==> src/rtl/tdc_pkg.sv <==
package tdc_pkg;
  typedef enum logic [1:0] {
    MODE_OFF      = 2'b00,
    MODE_MANUAL   = 2'b01,
    MODE_AUTO     = 2'b10,
    MODE_AUTO_ALT = 2'b11
  } tdcMode_e;

  // strobes from control to datapath
  typedef struct packed {
    logic loadCfg;
    logic captureDelay;
    logic timeoutHit;
  } tdcStrobe_t;
endpackage

==> src/rtl/tdc_ctrl.sv <==
module tdc_ctrl
  import tdc_pkg::*;
#(
  parameter int DLY_W = 6
) (
  input  logic             clk,
  input  logic             rstN,
  input  logic             measStart,
  input  logic             autoReq,
  input  logic             txBit,
  input  logic             rxPin,
  output tdcStrobe_t       strb,
  output logic [DLY_W-1:0] measCount
);
  localparam logic [DLY_W-1:0] CNT_MAX = '1;

  typedef enum logic {ST_IDLE, ST_MEAS} ctrlState_e;

  ctrlState_e       state, stateNext;
  logic [DLY_W-1:0] cnt, cntNext;
  logic             txPrev;

  always_comb begin
    strb      = '0;
    stateNext = state;
    cntNext   = cnt;
    measCount = cnt;
    case (state)
      ST_IDLE: begin
        if (measStart) begin
          strb.loadCfg = 1'b1;
          if (autoReq) begin
            if (!rxPin) begin
              strb.captureDelay = 1'b1;
              measCount         = '0;
            end else begin
              stateNext = ST_MEAS;
              cntNext   = DLY_W'(1);
            end
          end
        end
      end
      ST_MEAS: begin
        if (!rxPin) begin
          strb.captureDelay = 1'b1;
          stateNext         = ST_IDLE;
        end else if (cnt == CNT_MAX) begin
          strb.captureDelay = 1'b1;
          strb.timeoutHit   = 1'b1;
          stateNext         = ST_IDLE;
        end else begin
          cntNext = cnt + DLY_W'(1);
        end
      end
      default: stateNext = ST_IDLE;
    endcase
  end

  always_ff @(posedge clk or negedge rstN) begin
    if (!rstN) begin
      state  <= ST_IDLE;
      cnt    <= '0;
      txPrev <= 1'b1;
    end else begin
      state  <= stateNext;
      cnt    <= cntNext;
      txPrev <= txBit;
    end
  end

  AST_START_ON_EDGE: assert property (@(posedge clk) disable iff (!rstN)
    (measStart && autoReq && state == ST_IDLE) |-> (!txBit && txPrev))
    else $error("automatic start strobe without a dominant transmit edge");

  AST_MEAS_ENDS: assert property (@(posedge clk) disable iff (!rstN)
    (state == ST_MEAS && cnt == CNT_MAX) |=> (state == ST_IDLE))
    else $error("measurement ran past its limit");
endmodule

==> src/rtl/tdc_dpath.sv <==
module tdc_dpath
  import tdc_pkg::*;
#(
  parameter int DLY_W   = 6,
  parameter int OFS_W   = 7,
  parameter int Q_DEPTH = 16
) (
  input  logic             clk,
  input  logic             rstN,
  input  tdcStrobe_t       strb,
  input  logic [DLY_W-1:0] measCount,
  input  logic [1:0]       cfgMode,
  input  logic [OFS_W-1:0] cfgOffset,
  input  logic [DLY_W-1:0] cfgDelay,
  input  logic             bitStart,
  input  logic             txBit,
  input  logic             rxPin,
  output logic             bitErr,
  output logic [DLY_W-1:0] sspPos,
  output logic [DLY_W-1:0] delayMeas,
  output logic             measTimeout,
  output logic             cfgWarn
);
  localparam int STAMP_W = DLY_W + 1;
  localparam int EXT_W   = (OFS_W > DLY_W + 1) ? OFS_W : DLY_W + 1;
  localparam int SUM_W   = EXT_W + 1;
  localparam int PTR_W   = $clog2(Q_DEPTH);
  localparam logic [DLY_W-1:0] DLY_MAX = '1;
  localparam logic signed [SUM_W-1:0] SUM_MAX = $signed({{(SUM_W-DLY_W){1'b0}}, DLY_MAX});

  tdcMode_e         modeR;
  logic [OFS_W-1:0] ofsR;
  logic [DLY_W-1:0] manDlyR;
  logic [DLY_W-1:0] dlySrc;
  logic signed [SUM_W-1:0] sum;
  logic             enabled;

  // configuration, taken only on an accepted strobe
  always_ff @(posedge clk or negedge rstN) begin
    if (!rstN) begin
      modeR   <= MODE_OFF;
      ofsR    <= '0;
      manDlyR <= '0;
    end else if (strb.loadCfg) begin
      modeR   <= tdcMode_e'(cfgMode);
      ofsR    <= cfgOffset;
      manDlyR <= cfgDelay;
    end
  end

  assign enabled = (modeR != MODE_OFF);
  assign dlySrc  = (modeR == MODE_MANUAL) ? manDlyR : delayMeas;
  assign sum     = $signed({{(SUM_W-DLY_W){1'b0}}, dlySrc})
                 + $signed({{(SUM_W-OFS_W){ofsR[OFS_W-1]}}, ofsR});

  always_comb begin
    if (sum[SUM_W-1])      sspPos = '0;
    else if (sum > SUM_MAX) sspPos = DLY_MAX;
    else                    sspPos = sum[DLY_W-1:0];
  end

  // measurement result and flags
  always_ff @(posedge clk or negedge rstN) begin
    if (!rstN) begin
      delayMeas   <= '0;
      measTimeout <= 1'b0;
      cfgWarn     <= 1'b0;
    end else begin
      if (strb.captureDelay) delayMeas <= measCount;
      if (strb.loadCfg)         measTimeout <= 1'b0;
      else if (strb.timeoutHit) measTimeout <= 1'b1;
      if (enabled && sum[SUM_W-1]) cfgWarn <= 1'b1;
    end
  end

  // queue of transmitted bits with their start stamps
  logic                qBit   [Q_DEPTH];
  logic [STAMP_W-1:0]  qStamp [Q_DEPTH];
  logic [PTR_W:0]      wrPtr, rdPtr;
  logic [STAMP_W-1:0]  timeNow, age, due;
  logic                rxDly, push, pop, qEmpty, qFull;
  logic [PTR_W-1:0]    rdIdx, wrIdx;

  assign rdIdx  = rdPtr[PTR_W-1:0];
  assign wrIdx  = wrPtr[PTR_W-1:0];
  assign qEmpty = (wrPtr == rdPtr);
  assign qFull  = (wrPtr[PTR_W] != rdPtr[PTR_W]) && (wrIdx == rdIdx);
  assign push   = bitStart && enabled && !strb.loadCfg;
  assign age    = timeNow - qStamp[rdIdx];
  assign due    = {1'b0, sspPos} + STAMP_W'(1);
  assign pop    = !qEmpty && (age == due);

  always_ff @(posedge clk) begin
    if (push) begin
      qBit[wrIdx]   <= txBit;
      qStamp[wrIdx] <= timeNow;
    end
  end

  always_ff @(posedge clk or negedge rstN) begin
    if (!rstN) begin
      wrPtr   <= '0;
      rdPtr   <= '0;
      timeNow <= '0;
      rxDly   <= 1'b1;
      bitErr  <= 1'b0;
    end else begin
      timeNow <= timeNow + STAMP_W'(1);
      rxDly   <= rxPin;
      bitErr  <= pop && (rxDly != qBit[rdIdx]);
      if (strb.loadCfg) begin
        wrPtr <= '0;
        rdPtr <= '0;
      end else begin
        if (push) wrPtr <= wrPtr + (PTR_W+1)'(1);
        if (pop)  rdPtr <= rdPtr + (PTR_W+1)'(1);
      end
    end
  end

  AST_NO_OVERFLOW: assert property (@(posedge clk) disable iff (!rstN)
    push |-> !qFull)
    else $error("bit queue overflow");

  AST_CFG_HOLD: assert property (@(posedge clk) disable iff (!rstN)
    !strb.loadCfg |=> ($stable(modeR) && $stable(ofsR) && $stable(manDlyR)))
    else $error("configuration changed without a load");

  AST_DELAY_HOLD: assert property (@(posedge clk) disable iff (!rstN)
    !strb.captureDelay |=> $stable(delayMeas))
    else $error("measured delay changed without a capture");

  AST_TIMEOUT_SAT: assert property (@(posedge clk) disable iff (!rstN)
    $rose(measTimeout) |-> (delayMeas == DLY_MAX))
    else $error("timeout without saturated delay");

  AST_OFF_QUIET: assert property (@(posedge clk) disable iff (!rstN)
    (modeR == MODE_OFF && $past(modeR) == MODE_OFF) |-> !bitErr)
    else $error("bit error while compensation is off");

  AST_WARN_STICKY: assert property (@(posedge clk) disable iff (!rstN)
    $past(cfgWarn) |-> cfgWarn)
    else $error("warning flag cleared");
endmodule

==> src/rtl/txdelay_comp.sv <==
module txdelay_comp
  import tdc_pkg::*;
#(
  parameter int DLY_W   = 6,
  parameter int OFS_W   = 7,
  parameter int Q_DEPTH = 16
) (
  input  logic             clk,
  input  logic             rstN,
  input  logic             txBit,
  input  logic             bitStart,
  input  logic             rxPin,
  input  logic             measStart,
  input  logic [1:0]       cfgMode,
  input  logic [OFS_W-1:0] cfgOffset,
  input  logic [DLY_W-1:0] cfgDelay,
  output logic             bitErr,
  output logic [DLY_W-1:0] sspPos,
  output logic [DLY_W-1:0] delayMeas,
  output logic             measTimeout,
  output logic             cfgWarn
);
  tdcStrobe_t       strb;
  logic [DLY_W-1:0] measCount;

  tdc_ctrl #(.DLY_W(DLY_W)) i_ctrl (
    .clk       (clk),
    .rstN      (rstN),
    .measStart (measStart),
    .autoReq   (cfgMode[1]),
    .txBit     (txBit),
    .rxPin     (rxPin),
    .strb      (strb),
    .measCount (measCount)
  );

  tdc_dpath #(.DLY_W(DLY_W), .OFS_W(OFS_W), .Q_DEPTH(Q_DEPTH)) i_dpath (
    .clk         (clk),
    .rstN        (rstN),
    .strb        (strb),
    .measCount   (measCount),
    .cfgMode     (cfgMode),
    .cfgOffset   (cfgOffset),
    .cfgDelay    (cfgDelay),
    .bitStart    (bitStart),
    .txBit       (txBit),
    .rxPin       (rxPin),
    .bitErr      (bitErr),
    .sspPos      (sspPos),
    .delayMeas   (delayMeas),
    .measTimeout (measTimeout),
    .cfgWarn     (cfgWarn)
  );
endmodule

==> config.mk <==
export PLATFORM = sky130hd
export DESIGN_NAME = txdelay_comp
export DESIGN_NICKNAME = d
export VERILOG_FILES = /design/src/rtl/tdc_pkg.sv /design/src/rtl/tdc_ctrl.sv /design/src/rtl/tdc_dpath.sv /design/src/rtl/txdelay_comp.sv
export SDC_FILE = /design/constraint.sdc
export NUM_CORES = 1
export LEC_CHECK = 0
export BUFFER_PORTS_ARGS = -buffer_cell sky130_fd_sc_hd__buf_2
export CAP_MARGIN = 15
export CORE_ASPECT_RATIO = 0.9
export CORE_MARGIN = 10
export CORE_UTILIZATION = 55
export CTS_BUF_LIST = sky130_fd_sc_hd__clkbuf_2
export CTS_CLUSTER_DIAMETER = 60
export DETAILED_ROUTE_END_ITERATION = 10
export PLACE_DENSITY = 0.79
export SLEW_MARGIN = 15
export SYNTH_ARGS = -nofsm -noshare
export SYNTH_HDL_FRONTEND = slang
export SYNTH_SLANG_ARGS = --single-unit
==> constraint.sdc <==
create_clock -name clk -period 11.02 [get_ports clk]
set_clock_uncertainty 0.2 [all_clocks]
set_input_delay 1.102 -clock clk [delete_from_list [all_inputs] [get_ports clk]]
set_output_delay 1.102 -clock clk [all_outputs]
set_load 0.05 [all_outputs]
Word level (Yosys, flattened, before mapping)

Memories as Yosys holds them, arrays and structs flattened.
Index checks and enable logic that the tools add are counted.

Add/sub/neg operators: 7
Order comparisons: 1
Equal/unequal tests: 10
Multiplexer cells: 36
Bitwise logic cells: 1
Reduce and logical (&&, ||, !) cells: 12

Operators with widths:

| kind                | number |
|---|---|
| $mux 6              | 12 |
| $mux 5              | 4 |
| $mux 1              | 15 |
| $pmux 6 s2          | 1 |
| $add 5x1->5 const B | 2 |
| $ne 2x2->1 const B  | 5 |
| $add 7x7->8         | 1 |
| $gt 8x7->1 const B  | 1 |
| $reduce_bool 2->1   | 4 |
| $add 6x1->7 const B | 1 |
| $add 7x1->7 const B | 1 |
| $eq 7x7->1          | 1 |
| $sub 7x7->7         | 1 |
| $add 6x1->6 const B | 1 |
| $eq 6x6->1 const B  | 1 |
| $eq 5x5->1          | 1 |
| $logic_and 1x1->1   | 5 |
| $reduce_and 5->1    | 1 |
| $mux 2              | 2 |
| $pmux 1 s2          | 2 |
| $eq 2x1->1 const B  | 1 |
| $logic_not 1->1     | 2 |
| $ne 1x1->1          | 1 |
| $not 1->1           | 1 |

Register bits: 49
RAM bits: 128
Bits of input ports: 21
Output and inout port bits: 15
Logic and storage cells: 82
Memories: 2

Memory list:

| name           | depth | width | read ports | clocked after Yosys merged registers in | write ports | RTL line        | text |
|---|---|---|---|---|---|---|---|
| i_dpath.qStamp | 16    | 7     | 1          | 0                                       | 1           | tdc_dpath.sv:78 | `logic [STAMP_W-1:0] qStamp [Q_DEPTH];` |
| i_dpath.qBit   | 16    | 1     | 1          | 0                                       | 1           | tdc_dpath.sv:77 | `logic qBit [Q_DEPTH];` |

Depth between registers and ports, before layout

Gate-level depths: netlist (run 1).

Depth in word-level cells: 11
Depth in mapped cells: 20
Gate-level depth less buffers: 19

Cells and area by module

Synthesis (run 1) repeated with hierarchy kept, for this count alone.

Cells, all modules: 541
Area, all modules: 8296.7 sq um

Modules (own cells, without submodules):

| module    | times used | cells an instance | area an instance (sq um) |
|---|---|---|---|
| tdc_dpath | 1          | 492               | 7842.5 |
| tdc_ctrl  | 1          | 49                | 454.2 |

Least setup slack after synthesis (run 1)

OpenSTA, ideal clock, no wires.

Kind: register -> register
Start: register i_dpath.modeR[0]
End: register i_dpath.rdPtr[4]
Library setup time: 0.139 ns
Data arrival time: 5.125 ns
Data required time: 10.681 ns
Slack: 5.556 ns
Stages on the path, launching flop included: 21
Buffers on the path: 1
Clock period less this slack: 5.464 ns
Cells stage by stage: dfrtp_1 > nand2b_1 > clkbuf_1 > mux2_2 > ha_1 > fa_1 > a211oi_1 > o21ai_1 > o211ai_1 > nor2_1 > nor2_1 > ha_1 > inv_1 > a2111oi_0 > o211ai_1 > o21bai_1 > a22oi_1 > o32ai_2 > nand2_2 > o311ai_2 > o41ai_2

Longest elaborated chain between the ends: 10

Ends and longest elaborated chain:

| element                                | RTL line           | text |
|---|---|---|
| from (decl)                            | tdc_dpath.sv:31    | `tdcMode_e modeR;` |
| from (signal assigned)                 | tdc_dpath.sv:45    | `modeR <= tdcMode_e'(cfgMode);` |
| $eq 2x1->1 (*)                         | tdc_dpath.sv:52    | `assign dlySrc = (modeR == MODE_MANUAL) ? manDlyR : delayMeas;` |
| $mux 6 (*)                             | tdc_dpath.sv:52    |  |
| $add 7x7->8 (*)                        | tdc_dpath.sv:54    | `+ $signed({{(SUM_W-OFS_W){ofsR[OFS_W-1]}}, ofsR});` |
| $gt 8x7->1                             | tdc_dpath.sv:58    | `else if (sum > SUM_MAX) sspPos = DLY_MAX;` |
| $mux 6                                 | tdc_dpath.sv:58    |  |
| $mux 6 (*)                             | tdc_dpath.sv:57    | `if (sum[SUM_W-1]) sspPos = '0;` |
| named net sspPos[1]                    | txdelay_comp.sv:18 | `output logic [DLY_W-1:0] sspPos,` |
| $add 6x1->7 (*)                        | tdc_dpath.sv:90    | `assign due = {1'b0, sspPos} + STAMP_W'(1);` |
| $eq 7x7->1 (*)                         | tdc_dpath.sv:91    | `assign pop = !qEmpty && (age == due);` |
| $logic_and 1x1->1 (*)                  | tdc_dpath.sv:91    |  |
| $reduce_bool 2->1 (no source line) (*) | n/a                |  |
| to (signal assigned)                   | tdc_dpath.sv:116   | `if (pop) rdPtr <= rdPtr + (PTR_W+1)'(1);` |
| to (decl)                              | tdc_dpath.sv:79    | `logic [PTR_W:0] wrPtr, rdPtr;` |

Mark *: on every way through the listed nets, which the timed path passes. The rest lies on a longest branch.
A chain may end at the register's enable or synchronous reset.

Worst setup path after layout (run 1)

Start: register i_dpath.modeR[1]
End: register i_dpath.rdPtr[0]

Longest elaborated chain between the ends: 10

Ends and longest elaborated chain:

| element                                | RTL line |
|---|---|
| $eq 2x1->1 (*)                         | tdc_dpath.sv:52 |
| $mux 6 (*)                             | tdc_dpath.sv:52 |
| $add 7x7->8 (*)                        | tdc_dpath.sv:54 |
| $gt 8x7->1                             | tdc_dpath.sv:58 |
| $mux 6                                 | tdc_dpath.sv:58 |
| $mux 6 (*)                             | tdc_dpath.sv:57 |
| $add 6x1->7 (*)                        | tdc_dpath.sv:90 |
| $eq 7x7->1 (*)                         | tdc_dpath.sv:91 |
| $logic_and 1x1->1 (*)                  | tdc_dpath.sv:91 |
| $reduce_bool 2->1 (no source line) (*) | n/a |

Mark *: on every way between the ends. The rest lies on a longest branch, timed or not.

==> flow_metrics.py, run 1 <==
metrics = {
    "sta": {
        "finalHoldViolCount": 0,
        "slew_headroom": 0.3563,
        "period_share": 0.4977,
        "finalSetupViolations": 0,
        "clock.fmax_mhz": 182.3,
        "drv_slew": 0,
        "rsz0062_at_grt": "no",
        "finalCriticalPeriod_ns": 5.484,
        "max_slew.worst_pin.slew_ns": 0.9655,
        "finalSetupTns_ns": 0,
    },
    "clock_network": {
        "cts_hold_buf": 0,
        "clk_pin_slew_ns": 0.31,
        "root_buffer": "clkbuf_2",
        "cts_max_level": 4,
        "postCtsSetupBuffers": 0,
        "clk_latency_ns": 0.76,
        "cts_buffers": 17,
        "cts_tree": "yes",
        "postCtsResizedCells": 0,
        "cts.sinks": 177,
        "clockBufferDepth": 2,
    },
    "pwr": {
        "pwr-share-seq": 0.550,
        "power.density_nw_per_um2": 155.0,
        "p_leak_uw": 0.003176,
        "switching_share": 0.3393,
        "pwr-share-clk": 0.248,
        "power_frac_comb": 0.203,
        "vdd_drop_max_mv": 0.1152,
        "switchingPower_uw": 464.2,
        "intPower_uw": 903.9,
    },
    "place": {
        "post-place-cells": 789,
        "place.gp.congestion": 0.9167,
        "dp_hpwl_um": 11670,
        "io_buffer_count": 35,
    },
    "worst_setup_path": {
        "cp.arrival_ns": 5.94,
        "cp-start-kind": "flop",
        "critPathKind": "reg2reg",
        "cp_data_required_time_ns": 11.48,
        "cp_max_fo": 6,
        "end_kind": "flop",
    },
    "synth": {
        "synth_cells": 567,
        "seq_area_frac_synth": 0.6225,
        "syn_nets": 611,
        "synth_top_flop_cell": "edfxtp_1",
        "syn_area_um2": 8147,
        "synth.area.top_cells": "edfxtp_1, dfrtp_1, mux4_2, nand2_1, ha_1",
        "synth_top_area_share": 0.4718,
        "postSynthAreaPerCell_um2": 14.37,
        "synth_edf_count": 128,
        "synthMostInstantiatedCell": "edfxtp_1",
        "synth_warnings": 0,
        "yosys-top-cells-count": "edfxtp_1, nand2_1, dfrtp_1",
        "synth_top_cell_by_area": "edfxtp_1",
        "async_reset_ff_frac": 0.2768,
        "ys_seq_elements": 177,
        "yosysUniqueCellTypes": 66,
    },
    "drt": {
        "drt-pass1-iter-count": 5,
        "drtIter0Drc": 594,
        "routedWlPerCell_um": 20.49,
        "drc": 0,
        "vias": 4917,
        "antenna_left": 0,
        "drt_wl_total_um": 16820,
        "drt-vias-per-instance": 5.989,
    },
    "floorplanning": {
        "fp.dieH_um": 135.5,
        "pin_count": 36,
        "initial_core_util": 0.5576,
        "die_w_um": 148.3,
        "dieArea_um2": 20090,
        "rows": 42,
        "core-area_um2": 14610,
    },
    "grt": {
        "antenna_found_initial": 0,
        "grt_max_degree": 50,
        "grt_pass1_wl_um": 26910,
        "grt_usage": 0.1733,
        "grt.overflow.total": 0,
        "grt_pass1_vias": 4866,
    },
    "layout": {
        "fin_cells": 821,
        "synthToLayoutAreaGrowth_pct": 8.340,
        "antenna_cells": 0,
        "drive_gt1_frac": 0.2215,
        "finalNetCount": 654,
    },
    "worst_hold_path": {
        "hp-class": "in2async",
    },
    "run": {
        "drv_cap": 0,
    },
    "run_status": {
        "run_status": "finished clean",
    },
}
[layout make-up]
class                      instances  area (µm²)
fill                            1136        5783
clock buffer                      17       85.08
timing repair buffer              45       252.7
multi-input combinational        351        2919
inverter                          18       67.56
sequential                       177        5072
tap                              198       247.7
clock inverter                    15       181.4
[final timing paths]
path                                    startpoint                 end  slack, ns  cells after the start
worst min-delay path                          rstN    i_dpath.wrPtr[3]       0.14                      1
worst max-delay path              i_dpath.modeR[1]    i_dpath.rdPtr[0]       5.54                     18
min in group clk                             rxPin       i_dpath.rxDly       0.30                      1
max in group asynchronous                     rstN    i_dpath.rdPtr[0]       9.98                      1
worst max register to register    i_dpath.modeR[1]    i_dpath.rdPtr[0]       5.54                     18
worst min register to register  i_dpath.manDlyR[2]  i_dpath.manDlyR[2]       0.31                      2
[state kept, by name, summed over array words and instances (netlist names), 6 cells and up]
register / count
i_dpath.manDlyR: 6
i_dpath.qBit: 16
i_dpath.qStamp: 112
i_dpath.delayMeas: 6
i_dpath.ofsR: 7
i_dpath.timeNow: 7
i_ctrl.cnt: 6
[cell families (layout without fill, tap and decap cells)]
logic type	after synthesis	in the layout	share of synthesized area
flops	177	177	0.6225
mux	51	51	0.1255
xor+xnor	28	28	0.03102
simple gates	172	172	0.09568
compound gates	77	77	0.06897
fa+ha+maj	23	23	0.03717
buf+inv	39	95	0.01920
[metrics by stage]
step | util | hold WS, ns | cell area, µm² | total power [µW] | setup slack [ns]
floorplan | - | 0.2417 | 8147 | 968.6 | 5.556
global placement | 0.5857 | 0.2590 | 8557 | 1028 | 5.994
detailed placement | 0.5857 | 0.2631 | 8557 | 1040 | 5.639
CTS | 0.6040 | 0.2213 | 8823 | 1374 | 5.548
global route | 0.6041 | 0.08968 | 8826 | 1432 | 5.089
finish | 0.6041 | 0.1368 | 8826 | 1368 | 5.536
[power groups by stage]
stage               Combinational [µW]  Sequential, µW  Clock (µW)
floorplan                          195             774           0
global placement                   265             763           0
detailed placement                 275             765           0
CTS                                276             752         346
global route                       303             756         373
finish                             277             752         339
[layout by cell type (no fill, tap or decap), drive strengths merged, types with 2 or more instances in the layout]
master,n
nor3b,2
nand4,3
fa,2
xor2,11
a22oi,2
mux4,40
o21ai,20
a211o,2
edfxtp,128
clkinvlp,2
nand2,85
a211oi,4
o311ai,2
nand3,15
or3,2
a2111oi,3
dfrtp,48
mux2,6
nand2b,9
and3,5
nor2,30
ha,21
buf,45
clkinv,5
nor3,8
xnor2,17
o2111ai,4
o211ai,5
o41ai,2
clkbuf,17
inv,26
a21o,3
o21bai,4
nor4,4
a31oi,3
nor2b,4
mux2i,5
a21oi,12
[layer usage]
metal / GRT usage / routed length [µm] / share of wire
met1: 0.2345 / 7193 / 0.43
met3: 0.04409 / 1174 / 0.070
met5: 0 / 0 / 0
met4: 0.04840 / 137 / 0.0081
met2: 0.2738 / 8314 / 0.49
[worst max-delay path, stage by stage, from the launching register on]
cell and delay [ns]:
dfrtp_1 0.45, nand2b_1 0.31, mux2_2 0.38, ha_1 0.22, fa_1 0.42, a211oi_1 0.49, o21ai_1 0.14, o211ai_1 0.42
o21a_1 0.24, ha_1 0.28, inv_1 0.10, a2111oi_0 0.50, o211ai_1 0.18, o21bai_1 0.17, a22oi_1 0.10, o32ai_2 0.18
nand2_2 0.16, nor2_1 0.23, mux2i_1 0.23
(Power assumes the default switching activity.)
==> run 2: changes to the inputs <==
clock period = 5.2 ns   (was 11.02 ns; I/O delays follow)
==> run 2 against run 1 <==
- critical endpoint unchanged
- sequential share of layout area shrank 1.4 points
- sequential power grew 110%
- final cell count grew 2.8%
==> flow_metrics.py, run 2 (synthesis gave the netlist of run 1 again) <==
metrics = {
    "run_status": {
        "run_status": "finished clean",
    },
    "worst_setup_path": {
        "crit_family": "compound AO/OA/AOI/OAI gates",
        "r2r_cells": 18,
        "cp.arrival_ns": 5.21,
        "regToRegEndpoint": "i_dpath.rdPtr[0]",
        "cp_cell_sequence": "nand2b_2 > mux2_2 > ha_1 > fa_1 > a211oi_2 > o21ai_1 > o211ai_1 > o21a_1 > ha_1 > inv_1 > a2111oi_2 > o211ai_1 > o21bai_1 > a22oi_1 > o32ai_2 > nand2_2 > nor2_1 > mux2i_1",
        "cp-start-kind": "flop",
        "cp_data_required_time_ns": 5.62,
        "critPathKind": "reg2reg",
        "reg2reg_from": "i_dpath.modeR[1]",
        "rrSetupSlack_ns": 0.41,
        "cp_max_fo": 6,
        "end_kind": "flop",
        "critPathBufInv": 1,
        "critPathSlowestCell": "fa_1",
        "critical-path-max-stage-delay_ns": 0.44,
    },
    "floorplanning": {
        "pin_count": 36,
        "dieArea_um2": 20090,
        "die_w_um": 148.3,
        "initial_core_util": 0.5576,
        "core-area_um2": 14610,
        "fp.dieH_um": 135.5,
        "rows": 42,
    },
    "drt": {
        "drtIter0Drc": 481,
        "drc": 0,
        "antenna_left": 0,
        "drt-pass1-iter-count": 7,
        "routedWlPerCell_um": 20.92,
        "vias": 5125,
        "drt_wl_total_um": 17660,
        "drt-vias-per-instance": 6.072,
    },
    "worst_hold_path": {
        "min_path_cells": 4,
        "hp-class": "in2reg",
        "holdPathEnd": "i_dpath.delayMeas[4]",
        "min-delay-start": "measStart",
    },
    "run": {
        "drv_cap": 0,
    },
    "grt": {
        "grt_pass1_vias": 5036,
        "grt_pass1_wl_um": 28120,
        "grt_usage": 0.1817,
        "grt_max_degree": 50,
        "antenna_found_initial": 1,
        "grt.overflow.total": 0,
    },
    "pwr": {
        "power.density_nw_per_um2": 323.0,
        "power.total_uw": 2920,
        "p_leak_uw": 0.003274,
        "vdd_drop_max_mv": 0.2384,
    },
    "layout": {
        "synthToLayoutAreaGrowth_pct": 10.98,
        "drive_gt1_frac": 0.2217,
        "reg.largest.list": "i_dpath.qStamp x112, i_dpath.qBit x16",
        "largest_reg_flops": 112,
        "top_register": "i_dpath.qStamp",
        "fin_cells": 844,
        "final_cell_mix": "edfxtp_1, nand2_1, dfrtp_1, mux4_2, buf_2",
        "finalNetCount": 676,
        "final_common_cell": "edfxtp_1",
    },
    "clock_network": {
        "root_buffer": "clkbuf_2",
        "clockBufferDepth": 2,
        "cts_tree": "yes",
        "clk_latency_ns": 0.73,
        "cts_buffers": 17,
        "cts_max_level": 4,
        "clk_pin_slew_ns": 0.27,
        "cts.sinks": 177,
    },
    "sta": {
        "slew_headroom": 0.3373,
        "drv_slew": 0,
        "max_slew.worst_pin.slew_ns": 0.9941,
        "finalHoldViolCount": 0,
        "finalCriticalPeriod_ns": 4.789,
        "period_share": 0.9210,
        "rsz0062_at_grt": "no",
        "finalSetupViolations": 0,
        "clock.fmax_mhz": 208.8,
        "finalSetupTns_ns": 0,
    },
    "place": {
        "place.gp.congestion": 0.9223,
        "post-place-cells": 790,
        "io_buffer_count": 35,
        "dp_hpwl_um": 12020,
    },
}
==> run 2: layout make-up <==
class / instances / area, µm²
diodes: 1 / 2.502
clock buffers: 21 / 105.1
clock inverters: 11 / 130.1
fillers: 1103 / 5568
inverters: 18 / 67.56
multi-input cells: 351 / 2940
flip-flops and latches: 177 / 5072
well taps: 198 / 247.7
repair buffers: 67 / 475.5
==> run 2: how the worst max path moves through the flow <==
| stage | end | startpoint | cells after the start |
|---|---|---|---|
| after detailed placement | i_dpath.rdPtr[0] | i_dpath.modeR[1] | 18 |
| after floorplan | i_dpath.rdPtr[4] | i_dpath.modeR[0] | 19 |
| after global routing | i_dpath.rdPtr[3] | i_dpath.modeR[1] | 17 |
| final | i_dpath.rdPtr[0] | i_dpath.modeR[1] | 18 |
| after global placement | i_dpath.rdPtr[4] | i_dpath.modeR[1] | 19 |
| after CTS | i_dpath.rdPtr[0] | i_dpath.modeR[1] | 18 |
==> run 2: power breakdown <==
| part | switching [µW] | total (µW) | internal (µW) |
|---|---|---|---|
| registers | 47.0 | 1600 | 1550 |
| clock network | 469 | 703 | 234 |
| logic | 406 | 622 | 215 |
==> run 2: worst register-to-register path, delay by kind of cell, from the launching register on <==
kind / cells / cell delay (ns)
flops: 1 / 0.43
buf+inv: 1 / 0.11
compound gates: 9 / 1.85
fa+ha+maj: 3 / 0.93
simple gates: 3 / 0.62
mux: 2 / 0.59
==> run 2: stage by stage <==
stage | hold slack, ns | util | cell area (µm²) | setup WS [ns]
after CTS | 0.07466 | 0.6167 | 9010 | 0.04347
after global routing | 0.1173 | 0.6189 | 9041 | 0.05676
final | 0.1261 | 0.6189 | 9041 | 0.4110
after detailed placement | 0.2633 | 0.5876 | 8584 | 0.08565
after floorplan | 0.02441 | - | 8154 | 0.03438
after global placement | 0.2593 | 0.5876 | 8584 | 0.3260
==> run 2: routing by layer <==
| layer | vias to the layer above | global-route usage | share of wire |
|---|---|---|---|
| met3 | 28 | 0.04342 | 0.076 |
| met4 | 0 | 0.05996 | 0.018 |
| met1 | 2583 | 0.2511 | 0.42 |
| met2 | 230 | 0.2790 | 0.49 |
| met5 | - | 0 | 0 |
| li1 | 2284 | - | - |
==> run 2: timing repair <==
item | in CTS | in global routing
endpoints found under the setup margin | 0 | 5
hold buffers | 19 | 0
hold endpoints to repair | 91 | 0
buffers inserted | 0 | 2
gates resized for setup | 0 | 4
==> run 3: changes to the inputs <==
CORE_MARGIN = unset   (was 10)
==> run 3 against run 2 <==
- clock power grew 4.1%
- power grew 0.94%
- count of clock-buffer cells in the layout shrank 2
- die area shrank 24%
- critical path depth is the same
- fmax shrank 1.0%
- worst setup slack lost 0.049 ns
==> flow_metrics.py, run 3 (synthesis gave the netlist of run 1 again) <==
metrics = {
    "floorplanning": {
        "initial_core_util": 0.5712,
        "die_w_um": 130.3,
        "fp.dieH_um": 117.5,
        "pin_count": 36,
        "rows": 41,
        "dieArea_um2": 15300,
        "core-area_um2": 14260,
    },
    "worst_setup_path": {
        "cp_max_fo": 6,
        "cp.arrival_ns": 5.33,
        "cp-start-kind": "flop",
        "reg2reg_from": "i_dpath.modeR[1]",
        "end_kind": "flop",
        "crit_start": "i_dpath.modeR[1]",
        "cp_data_required_time_ns": 5.69,
        "critPathKind": "reg2reg",
    },
    "clock_network": {
        "postCtsSetupBuffers": 0,
        "cts_tree": "yes",
        "clk_latency_ns": 0.76,
        "root_buffer": "clkbuf_2",
        "cts_max_level": 4,
        "clockBufferDepth": 2,
        "cts.sinks": 177,
        "cts_buffers": 17,
        "clk_pin_slew_ns": 0.23,
    },
    "layout": {
        "finalNetCount": 679,
        "largest_reg_flops": 112,
        "regArea_um2": 5072,
        "synthToLayoutAreaGrowth_pct": 11.58,
        "final_cell_mix": "edfxtp_1, nand2_1, dfrtp_1, mux4_2, buf_2",
        "top_register": "i_dpath.qStamp",
        "fin_cells": 841,
        "drive_gt1_frac": 0.2253,
        "reg.largest.list": "i_dpath.qStamp x112, i_dpath.qBit x16",
        "multi_input_area_um2": 2940,
        "fill_cells": 1011,
        "antenna_cells": 0,
        "final_common_cell": "edfxtp_1",
    },
    "grt": {
        "antenna_found_initial": 0,
        "grt_pass1_vias": 4927,
        "grt_usage": 0.2455,
        "grt_pass1_wl_um": 27210,
        "grt_max_degree": 50,
        "grt.overflow.total": 0,
    },
    "place": {
        "place.gp.congestion": 0.8627,
        "post-place-cells": 790,
        "io_buffer_count": 35,
        "dp_hpwl_um": 11690,
        "dp_slack_ns": 0.1128,
    },
    "sta": {
        "finalSetupViolations": 0,
        "max_slew.worst_pin.slew_ns": 0.9965,
        "finalSetupTns_ns": 0,
        "slew_headroom": 0.3357,
        "clock.fmax_mhz": 206.7,
        "rsz0062_at_grt": "no",
        "layout_setup_ws_ns": 0.3621,
        "holdWs_ns": 0.09766,
        "drv_slew": 0,
        "finalHoldViolCount": 0,
        "finalCriticalPeriod_ns": 4.838,
        "period_share": 0.9304,
    },
    "drt": {
        "antenna_left": 0,
        "drt-pass1-iter-count": 5,
        "routedWlPerCell_um": 20.57,
        "drc": 0,
        "vias": 5075,
        "drt-vias-per-instance": 6.034,
        "drt_wl_total_um": 17300,
        "drtIter0Drc": 605,
    },
    "pwr": {
        "vdd_drop_max_mv": 0.1583,
        "power.total_uw": 2947,
        "power.density_nw_per_um2": 324.2,
        "p_leak_uw": 0.003293,
    },
    "run": {
        "drv_cap": 0,
    },
    "worst_hold_path": {
        "hp-class": "in2async",
    },
    "run_status": {
        "run_status": "finished clean",
    },
}
[run 3: layout make-up]
class,instances,share of cell area
clock inverters,13,0.01762
clock buffers,19,0.01046
well taps,193,0.02657
flip-flops and latches,177,0.5580
multi-input cells,351,0.3235
inverters,18,0.007433
repair buffers,70,0.05643
[run 3: worst paths after layout]
check	to	slack, ns	depth (start not counted)
setup / recovery	i_dpath.rdPtr[0]	0.36	18
min in group clk	i_dpath.delayMeas[3]	0.13	4
hold reg to reg	i_dpath.manDlyR[4]	0.31	2
hold / removal	i_dpath.bitErr	0.1	2
max in group asynchronous	i_dpath.rdPtr[0]	4.24	2
setup reg to reg	i_dpath.rdPtr[0]	0.36	18
[run 3: stage by stage]
step	instance area [µm²]	utilization
2_1_floorplan	8154	-
3_3_place_gp	8628	0.6050
3_5_place_dp	8628	0.6050
4_1_cts	9074	0.6363
5_1_grt	9090	0.6374
6_report	9090	0.6374
[run 3: worst max-delay path: stages (launching register included)]
cell,delay [ns]
dfrtp_1,0.46
nand2b_2,0.27
mux2_2,0.31
ha_1,0.22
fa_1,0.43
a211oi_2,0.27
o21ai_1,0.12
o211ai_1,0.32
o21a_1,0.21
ha_1,0.26
inv_1,0.11
a2111oi_2,0.37
o211ai_1,0.18
o21bai_1,0.15
a22oi_1,0.09
o32ai_2,0.19
nand2_2,0.17
nor2_1,0.24
mux2i_1,0.21
[run 3: what timing repair did]
action,in CTS,in global routing
setup endpoints to repair,0,5
endpoints found under the hold margin,89,0
hold buffers,19,0
resized for setup,0,4
[run 3: layer usage]
layer	part of all wire	vias to the layer above	global-route usage
li1	-	2288	-
met1	0.44	2556	0.3574
met2	0.48	203	0.3740
met3	0.063	28	0.04727
met4	0.017	0	0.08212
met5	0	-	0
[run 3: report_power, final]
| group | switching (µW) | internal, µW | total (µW) |
|---|---|---|---|
| clock | 459 | 274 | 732 |
| combinational | 408 | 214 | 622 |
| sequential | 45.2 | 1550 | 1590 |
| total | 912 | 2040 | 2950 |
